[src/rtl/audclk_pkg.sv]
package audclk_pkg;
  localparam int SEL_W   = 3;
  localparam int CODE_W  = 2;
  localparam int RATIO_W = 10;

  typedef logic [CODE_W-1:0] code_t;

  // Root request: unknown codes fall back to code 0 (256).
  function automatic code_t root_norm(input logic [SEL_W-1:0] req);
    if (req[SEL_W-1:CODE_W] == '0) return req[CODE_W-1:0];
    return '0;
  endfunction

  function automatic logic bit_req_known(input logic [SEL_W-1:0] req);
    return req[SEL_W-1:CODE_W] == '0;
  endfunction

  function automatic logic [RATIO_W-1:0] root_ratio(input code_t c);
    case (c)
      2'd0:    return 10'd256;
      2'd1:    return 10'd384;
      2'd2:    return 10'd512;
      default: return 10'd768;
    endcase
  endfunction

  function automatic logic [RATIO_W-1:0] bit_ratio(input code_t c);
    case (c)
      2'd0:    return 10'd16;
      2'd1:    return 10'd24;
      2'd2:    return 10'd32;
      default: return 10'd48;
    endcase
  endfunction

  // Power-of-two roots (even codes) cannot be split into 3*2^n bits (odd codes).
  function automatic logic combo_ok(input code_t rc, input code_t bc);
    return !(!rc[0] && bc[0]);
  endfunction

  // Root cycles per bit clock; 0 marks a non-integer pair.
  function automatic logic [RATIO_W-1:0] root_per_bit(input code_t rc, input code_t bc);
    case ({rc, bc})
      4'b00_00: return 10'd16;
      4'b00_10: return 10'd8;
      4'b01_00: return 10'd24;
      4'b01_01: return 10'd16;
      4'b01_10: return 10'd12;
      4'b01_11: return 10'd8;
      4'b10_00: return 10'd32;
      4'b10_10: return 10'd16;
      4'b11_00: return 10'd48;
      4'b11_01: return 10'd32;
      4'b11_10: return 10'd24;
      4'b11_11: return 10'd16;
      default:  return 10'd0;
    endcase
  endfunction
endpackage

[src/rtl/audclk_ratio_sel.sv]
module audclk_ratio_sel
  import audclk_pkg::*;
(
  input  logic             clk,
  input  logic             rst_n,
  input  logic             load,
  input  logic [SEL_W-1:0] root_req,
  input  logic [SEL_W-1:0] bit_req,
  output code_t            root_code,
  output code_t            bit_code,
  output logic             next_ok
);
  code_t root_nxt;
  code_t bit_nxt;

  always_comb begin
    root_nxt = root_norm(root_req);
    bit_nxt  = bit_req_known(bit_req) ? bit_req[CODE_W-1:0] : bit_code;
    next_ok  = combo_ok(root_nxt, bit_nxt);
  end

  always_ff @(posedge clk) begin
    if (!rst_n) begin
      root_code <= '0;
      bit_code  <= '0;
    end else if (load) begin
      root_code <= root_nxt;
      bit_code  <= bit_nxt;
    end
  end
endmodule

[src/rtl/audclk_frame_ctr.sv]
module audclk_frame_ctr #(
  parameter int DIV_W  = 6,
  parameter int BCNT_W = 6
) (
  input  logic              clk,
  input  logic              rst_n,
  input  logic              load,
  input  logic              run,
  input  logic [DIV_W-1:0]  div,
  input  logic [BCNT_W-1:0] bits,
  output logic              bclk_en,
  output logic              frame_start,
  output logic              frame_last,
  output logic              ws
);
  logic [DIV_W-1:0]  div_cnt;
  logic [BCNT_W-1:0] bit_cnt;
  logic              div_last;
  logic              bit_last;

  assign div_last = div_cnt == div - DIV_W'(1);
  assign bit_last = bit_cnt == bits - BCNT_W'(1);

  always_ff @(posedge clk) begin
    if (!rst_n || load) begin
      div_cnt <= '0;
      bit_cnt <= '0;
    end else if (run) begin
      div_cnt <= div_last ? '0 : div_cnt + DIV_W'(1);
      if (div_last) bit_cnt <= bit_last ? '0 : bit_cnt + BCNT_W'(1);
    end
  end

  assign bclk_en     = run && div_last;
  assign frame_last  = run && div_last && bit_last;
  assign frame_start = run && (div_cnt == '0) && (bit_cnt == '0);
  assign ws          = run && (bit_cnt >= (bits >> 1));
endmodule

[src/rtl/audclk_ratio_gen.sv]
module audclk_ratio_gen
  import audclk_pkg::*;
#(
  parameter int MAX_DIV = 48,
  parameter int MAX_BIT = 48
) (
  input  logic             clk,
  input  logic             rst_n,
  input  logic             en,
  input  logic [SEL_W-1:0] root_sel,
  input  logic [SEL_W-1:0] bclk_sel,
  input  logic             ext_root,
  output logic             root_clk_oe,
  output logic             bclk_en,
  output logic             frame_start,
  output logic             ws_right,
  output logic             cfg_err
);
  localparam int DIV_W  = $clog2(MAX_DIV + 1);
  localparam int BCNT_W = $clog2(MAX_BIT + 1);

  code_t             act_root;
  code_t             act_bit;
  logic              next_ok;
  logic              running;
  logic              frame_last;
  logic              load_evt;
  logic [DIV_W-1:0]  div_w;
  logic [BCNT_W-1:0] bits_w;

  // Settings are taken whenever idle, or on the last cycle of a frame.
  assign load_evt = !running || frame_last;

  audclk_ratio_sel u_sel (
    .clk       (clk),
    .rst_n     (rst_n),
    .load      (load_evt),
    .root_req  (root_sel),
    .bit_req   (bclk_sel),
    .root_code (act_root),
    .bit_code  (act_bit),
    .next_ok   (next_ok)
  );

  assign div_w  = DIV_W'(root_per_bit(act_root, act_bit));
  assign bits_w = BCNT_W'(bit_ratio(act_bit));

  audclk_frame_ctr #(.DIV_W(DIV_W), .BCNT_W(BCNT_W)) u_ctr (
    .clk         (clk),
    .rst_n       (rst_n),
    .load        (load_evt),
    .run         (running),
    .div         (div_w),
    .bits        (bits_w),
    .bclk_en     (bclk_en),
    .frame_start (frame_start),
    .frame_last  (frame_last),
    .ws          (ws_right)
  );

  always_ff @(posedge clk) begin
    if (!rst_n) begin
      running <= 1'b0;
      cfg_err <= 1'b0;
    end else if (load_evt) begin
      running <= en && next_ok;
      if (en && !next_ok) cfg_err <= 1'b1;
    end
  end

  assign root_clk_oe = !ext_root;
endmodule

[config.mk]
export PLATFORM = sky130hd
export DESIGN_NAME = audclk_ratio_gen
export DESIGN_NICKNAME = d
export VERILOG_FILES = /design/src/rtl/audclk_pkg.sv /design/src/rtl/audclk_ratio_sel.sv /design/src/rtl/audclk_frame_ctr.sv /design/src/rtl/audclk_ratio_gen.sv
export SDC_FILE = /design/constraint.sdc
export NUM_CORES = 1
export LEC_CHECK = 0
export BUFFER_PORTS_ARGS = -buffer_cell sky130_fd_sc_hd__buf_2
export CAP_MARGIN = 40
export CORE_UTILIZATION = 40
export CTS_CLUSTER_DIAMETER = 200
export DETAILED_ROUTE_END_ITERATION = 10
export PLACE_DENSITY = 0.65
export SKIP_CTS_REPAIR_TIMING = 1
export SLEW_MARGIN = 0
export SYNTH_ARGS = -nofsm -noshare
export SYNTH_HDL_FRONTEND = slang
export SYNTH_HIERARCHICAL = 1
export SYNTH_SLANG_ARGS = --single-unit
[constraint.sdc]
create_clock -name clk -period 5.3 [get_ports clk]
set_input_delay 0.795 -clock clk [delete_from_list [all_inputs] [get_ports clk]]
set_output_delay 0.795 -clock clk [all_outputs]
set_load 0.02 [all_outputs]
## Word level (Yosys, flattened, before mapping)

Memory sizes are Yosys's and may differ from the RTL's.
Index checks and enable logic that the tools add are counted.

| storage, ports and cells | value |
|---|---|
| register bits after elaboration | 18 |
| bits in read-only memories | 64 |
| input bits | 10 |
| logic and storage cells | 44 |
| memories | 1 |

Memory list:

| name | depth | bits a word | read ports | clocked after Yosys merged registers in | wr ports | RTL line | RTL |
|---|---|---|---|---|---|---|---|
| (no name shown) | 16 | 4 | 1 | 0 | 0 | audclk_pkg.sv:43 | `case ({rc, bc})` |

| cells by class | value |
|---|---|
| $add $sub $neg | 4 |
| $lt $le $gt $ge | 1 |
| equality and inequality tests | 4 |
| multiplexer cells | 5 |
| bitwise gates (word level) | 1 |
| reduce and logical (&&, ||, !) cells | 21 |

Operators with widths:

| operator | count |
|---|---|
| $pmux W6 S3 | 1 |
| $add A6 B1 Y6 const B | 2 |
| $eq A6 B6 Y1 | 2 |
| $logic_not A6 Y1 | 2 |
| $mux W6 | 2 |
| $sub A6 B1 Y6 const B | 2 |
| $logic_and A1 B1 Y1 | 8 |
| $ge A6 B5 Y1 | 1 |
| $reduce_and A2 Y1 | 3 |
| $logic_not A1 Y1 | 5 |
| $eq A2 B1 Y1 const B | 1 |
| $eq A2 B2 Y1 const B | 1 |
| $logic_not A2 Y1 | 1 |
| $logic_or A1 B1 Y1 | 2 |
| $mux W2 | 1 |
| $mux W1 | 1 |
| $not A1 Y1 | 1 |

## Depth between registers and ports, before layout

| depth | value |
|---|---|
| depth in word-level cells | 7 |
| gate-level depth with buffers | 14 |
| depth with buffers taken out | 14 |

## Modules after synthesis

Netlist, hierarchy kept.

By module, submodules not included:

| module | instances | cells an instance | area each (um^2) | sequential area each (um^2) |
|---|---|---|---|---|
| audclk_frame_ctr | 1 | 148 | 1161.1 | 240.2 |
| audclk_ratio_sel | 1 | 21 | 187.7 | 80.1 |
| audclk_ratio_gen | 1 | 25 | 170.2 | 40.0 |

## Least setup slack after synthesis

No wires, ideal clock.

| timing path | value |
|---|---|
| path kind | register -> register |
| start | register u_sel.root_code[0] |
| end | register u_ctr.div_cnt[2] |
| setup time | 114 ps |
| arrival | 2698 ps |
| data required time | 5186 ps |
| setup slack | 2488 ps |
| cell stages (with the launch flop) | 13 |
| clock period less this slack | 2812 ps |
| cells stage by stage | dfxtp_1 nor2b_1 and3_2 nor2b_1 or3_1 a31o_1 or2_2 nor3_1 nand2b_4 nand2b_1 buf_1 o22ai_1 a21o_1 |

| between the ends | value |
|---|---|
| longest elaborated chain between the ends | 7 |
| elaborated cells between the ends (all ways) | 8 |
| classes of those cells | add/sub: 1; eq/ne: 1; mux: 1; reduce/logical: 4; memory: 1 |

RTL lines:

| element | RTL line | RTL |
|---|---|---|
| from (decl) | audclk_ratio_sel.sv:9 | `output code_t root_code,` |
| from (signal assigned) | audclk_ratio_sel.sv:27 | `root_code <= root_nxt;` |
| $mem_v2 Z16 W4 | - |  |
| named net div_w[2] | audclk_ratio_gen.sv:28 | `logic [DIV_W-1:0] div_w;` |
| $sub A6 B1 Y6 | audclk_frame_ctr.sv:21 | `assign div_last = div_cnt == div - DIV_W'(1);` |
| $eq A6 B6 Y1 | audclk_frame_ctr.sv:21 |  |
| $logic_and A1 B1 Y1 (2 in series) | audclk_frame_ctr.sv:35 | `assign frame_last = run && div_last && bit_last;` |
| named net frame_last | audclk_ratio_gen.sv:26 | `logic frame_last;` |
| $logic_or A1 B1 Y1 | audclk_ratio_gen.sv:32 | `assign load_evt = !running \|\| frame_last;` |
| named net load_evt | audclk_ratio_gen.sv:27 | `logic load_evt;` |
| $logic_or A1 B1 Y1 | audclk_frame_ctr.sv:25 | `if (!rst_n \|\| load) begin` |
| to (signal assigned) | audclk_frame_ctr.sv:29 | `div_cnt <= div_last ? '0 : div_cnt + DIV_W'(1);` |
| to (decl) | audclk_frame_ctr.sv:16 | `logic [DIV_W-1:0] div_cnt;` |

The timed path passes the listed nets, and every way through them passes these cells.
A chain may end at the register's enable or synchronous reset.

## Worst setup path after layout

| timing path | value |
|---|---|
| start | register u_sel.bit_code[1] |
| end | register u_ctr.div_cnt[3] |

| between the ends | value |
|---|---|
| longest elaborated chain between the ends | 7 |
| elaborated cells between the ends (all ways) | 14 |
| classes of those cells | add/sub: 2; eq/ne: 4; mux: 2; reduce/logical: 5; memory: 1 |

RTL lines:

| element | RTL line | RTL |
|---|---|---|
| from (decl) | audclk_ratio_sel.sv:10 | `output code_t bit_code,` |
| from (signal assigned) | audclk_ratio_sel.sv:28 | `bit_code <= bit_nxt;` |
| $eq A2 B2 Y1 (tied with other cells) | audclk_pkg.sv:28 | `case (c)` |
| $pmux W6 S3 * | audclk_pkg.sv:28 |  |
| named net bits_w[4] | audclk_ratio_gen.sv:29 | `logic [BCNT_W-1:0] bits_w;` |
| $sub A6 B1 Y6 * | audclk_frame_ctr.sv:22 | `assign bit_last = bit_cnt == bits - BCNT_W'(1);` |
| $eq A6 B6 Y1 * | audclk_frame_ctr.sv:22 |  |
| $logic_and A1 B1 Y1 * | audclk_frame_ctr.sv:35 |  |
| named net frame_last | audclk_ratio_gen.sv:26 |  |
| $logic_or A1 B1 Y1 * | audclk_ratio_gen.sv:32 |  |
| named net load_evt | audclk_ratio_gen.sv:27 |  |
| $logic_or A1 B1 Y1 * | audclk_frame_ctr.sv:25 |  |

Mark *: on every way through the listed nets, which the timed path passes. The rest lies on a longest branch.

==> reports/qor.csv <==
stage;metric;value;unit
synth;async_reset_ff_share;0;%
sta;whs;487;ps
sta;relSlewSlack;48.4;%
synth;yosysUniqueCellTypes;49;
layout;nFillCells;371;
sta;maxSlewViolCount;0;
detailed_routing;drc;0;
critical_path;worstSetupStartpointType;flip-flop;
critical_path;r2r_start;u_sel/bit_code[1];
critical_path;reg2regPathDepth;12;
job;drv_cap;0;
sta;rsz0062_at_grt;false;
critical_path;worstPathMaxFanout;12;
power;power.density;183;nW/um2
detailed_routing;wl_per_cell;10.7;um
synth;synth_top_family_by_area;simple AND/OR/NAND/NOR gates;
sta;post-route-min-period;3350;ps
floorplanning;boundaryPins;15;
critical_path;cp.arrival;3560;ps
synth;synth_area;1520;um2
synth;ys_ff_latch;18;
floorplanning;core_region_area;3660;um2
sta;worst_pin_slew;773;ps
critical_path;r2r_setup_slack;1950;ps
synth;synthSimpleGateAreaFrac;33.1;%
layout;diodes;0;
clock_tree;cts_tree;built;
layout;nets;246;
floorplanning;fp.dieH;63.6;um
global_route;grt_overflow;0;
sta;finalHoldViolCount;0;
global_route;grt_pass1_vias;1221;
clock_tree;clkTransAtPathRegs;70;ps
status;status;completed;
placed_design;hpwl;2270;um
synth;synthMuxAreaShare;2.06;%
synth;syn_avg_cell_area;7.83;um2
sta;layout_setup_ws;1950;ps
floorplanning;start_util;41.5;%
global_route;antenna_found_initial;0;
global_route;track_usage;16.2;%
hold_path;hold_class;reg -> reg;
detailed_routing;vias_per_cell;4.92;
clock_tree;clockBufferDepth;2;
critical_path;cp-endpoint;u_ctr/div_cnt[3];
placed_design;port-buffer-count;14;
clock_tree;h-tree-depth;1;
clock_tree;cts_root_buffer;clkbuf_8;
sta;max_freq;298;MHz
detailed_routing;first_iter_violations;82;
synth;synth-xor-area-share;8.65;%
synth;ys.flop_type;dfxtp_1;
global_route;grt_max_degree;13;
synth;yosys_warnings;6;
layout;drive_gt1_share;13.8;%
synth;synth_adder_area_share;9.06;%
critical_path;endpoint_kind;flip-flop;
floorplanning;die_w;63.6;um
clock_tree;clkLatencyLatePin;260;ps
placed_design;gp_congestion;0.808;
critical_path;crit_type;reg -> reg;
critical_path;critical_path_required;5510;ps
floorplanning;die_area;4050;um2
critical_path;timing.rr.end;u_ctr/div_cnt[3];
synth;postSynthCellCount;194;
synth;synth_edf_count;0;
sta;fin_crit_sh;63.2;%
detailed_routing;drt_first_pass_iters;4;
power;irDropWorstVdd;0.000154;V
placed_design;post-place-ws;1970;ps
power;leakagePower;0.764;nW
detailed_routing;dr_total_vias;1337;
global_route;grt_pass1_wl;5240;um
sta;finClkSkew;7.21;ps
synth;synth-seq-area-share;23.7;%
clock_tree;cts_sinks;18;
sta;fin_setup_tns;0;ps
critical_path;worstSetupStartpoint;u_sel/bit_code[1];
layout;syn_to_final_growth;14.9;%
sta;setup_viol;0;
synth;synth-compound-area-share;16.7;%
clock_tree;cts_buffers;3;
floorplanning;rows;22;
detailed_routing;ant_nets;0;
detailed_routing;wl;2920;um
final cells by class:
type	count	area [um2]	area share, %
flip-flops and latches	18	360	20.6
inverters	17	63.8	3.66
clock buffers	4	55.1	3.15
well taps	48	60.1	3.44
multi-input cells	171	1140	65.1
repair buffers	14	70.1	4.01
Yosys cell counts, drive strengths merged, types with 3 or more instances:
cell type	n	area (um2)
a21o	3	22.5
nor2b	8	50.1
nand3	7	35.0
clkbuf	4	15.0
buf	4	18.8
xnor2	9	78.8
a21oi	8	40.0
xor2	6	52.6
a2bb2oi	4	35.0
nor2	7	26.3
nand4b	3	26.3
nand3b	4	30.0
dfxtp	18	360
o22ai	3	18.8
and3	4	26.3
nand2	24	97.6
inv	16	60.1
nor3	8	56.3
nand2b	5	38.8
nor4	3	18.8
ha	11	138
o41ai	3	48.8
o21ai	7	35.0
power by group:
part           internal (mW)  switching (mW)
Sequential             0.138         0.00474
Clock                 0.0661          0.0478
Combinational         0.0267          0.0361
flip-flops by register name (all words and copies together) (netlist names):
signal           cells
u_ctr/bit_cnt        6
cfg_err              1
u_ctr/div_cnt        6
running              1
u_sel/bit_code       2
u_sel/root_code      2
metrics by stage:
| step | power [mW] | util [%] | instances | area, um2 |
|---|---|---|---|---|
| 2_1_floorplan | 0.196 | - | 214 | 1590 |
| 3_3_place_gp | 0.209 | 46.2 | 268 | 1690 |
| 3_5_place_dp | 0.209 | 46.2 | 268 | 1690 |
| 4_1_cts | 0.324 | 47.7 | 272 | 1750 |
| 5_1_grt | 0.342 | 47.7 | 272 | 1750 |
| 6_report | 0.320 | 47.7 | 272 | 1750 |
critical path, cell delays in order (launching register included):
cell	delay, ps
dfxtp_1	470
nand2_1	170
o21ai_1	300
xor2_1	200
xnor2_1	90
nand4b_1	180
or2_2	170
nor3_1	60
nand2b_4	190
nor2b_1	630
o21ai_0	400
nor4b_1	340
a21o_1	110
layout by cell type, fill, tap and decap left out, types with 3 or more instances in the layout:
master	netlist	layout
a2bb2oi_1	4	4
xor2_1	6	6
xnor2_1	9	9
nor3_1	6	6
conb_1	1	21
a21oi_1	8	8
buf_2	3	14
clkbuf_8	0	4
nor2b_1	8	8
nor2_1	7	7
nand3_1	7	7
a21o_1	3	3
dfxtp_1	18	18
nand3b_1	4	4
nand4b_1	3	3
and3_1	3	3
ha_1	11	11
inv_1	16	16
o22ai_1	3	3
nor4_1	3	3
o41ai_2	3	3
o21ai_0	5	5
nand2_1	23	23
nand2b_1	4	4
worst min-delay path by stage:
stage                 startpoint                end  slack (ps)  cells past startpoint
2_1_floorplan  u_sel/bit_code[0]  u_sel/bit_code[0]         450                      2
3_3_place_gp   u_sel/bit_code[0]  u_sel/bit_code[0]         470                      2
3_5_place_dp   u_sel/bit_code[0]  u_sel/bit_code[0]         480                      2
4_1_cts        u_sel/bit_code[0]  u_sel/bit_code[0]         490                      2
5_1_grt        u_sel/bit_code[0]  u_sel/bit_code[0]         530                      2
6_report       u_sel/bit_code[0]  u_sel/bit_code[0]         490                      2
routing by layer:
layer	global-route usage (%)	vias to the layer above	part of all wire, %
li1	-	720	-
met1	21.5	596	50
met2	26.9	19	46
met3	3.26	2	3.6
met4	3.41	0	0.34
met5	0	-	0
cell families after synthesis:
kind of cell | after synthesis
AO/OA/AOI/OAI | 35
buffers and inverters | 25
XOR/XNOR | 15
adder cells (fa/ha/maj) | 11
flip-flops | 18
AND/OR/NAND/NOR | 86
other | 1
multiplexers | 3
Note: power is estimated with default switching activity, not from simulation.
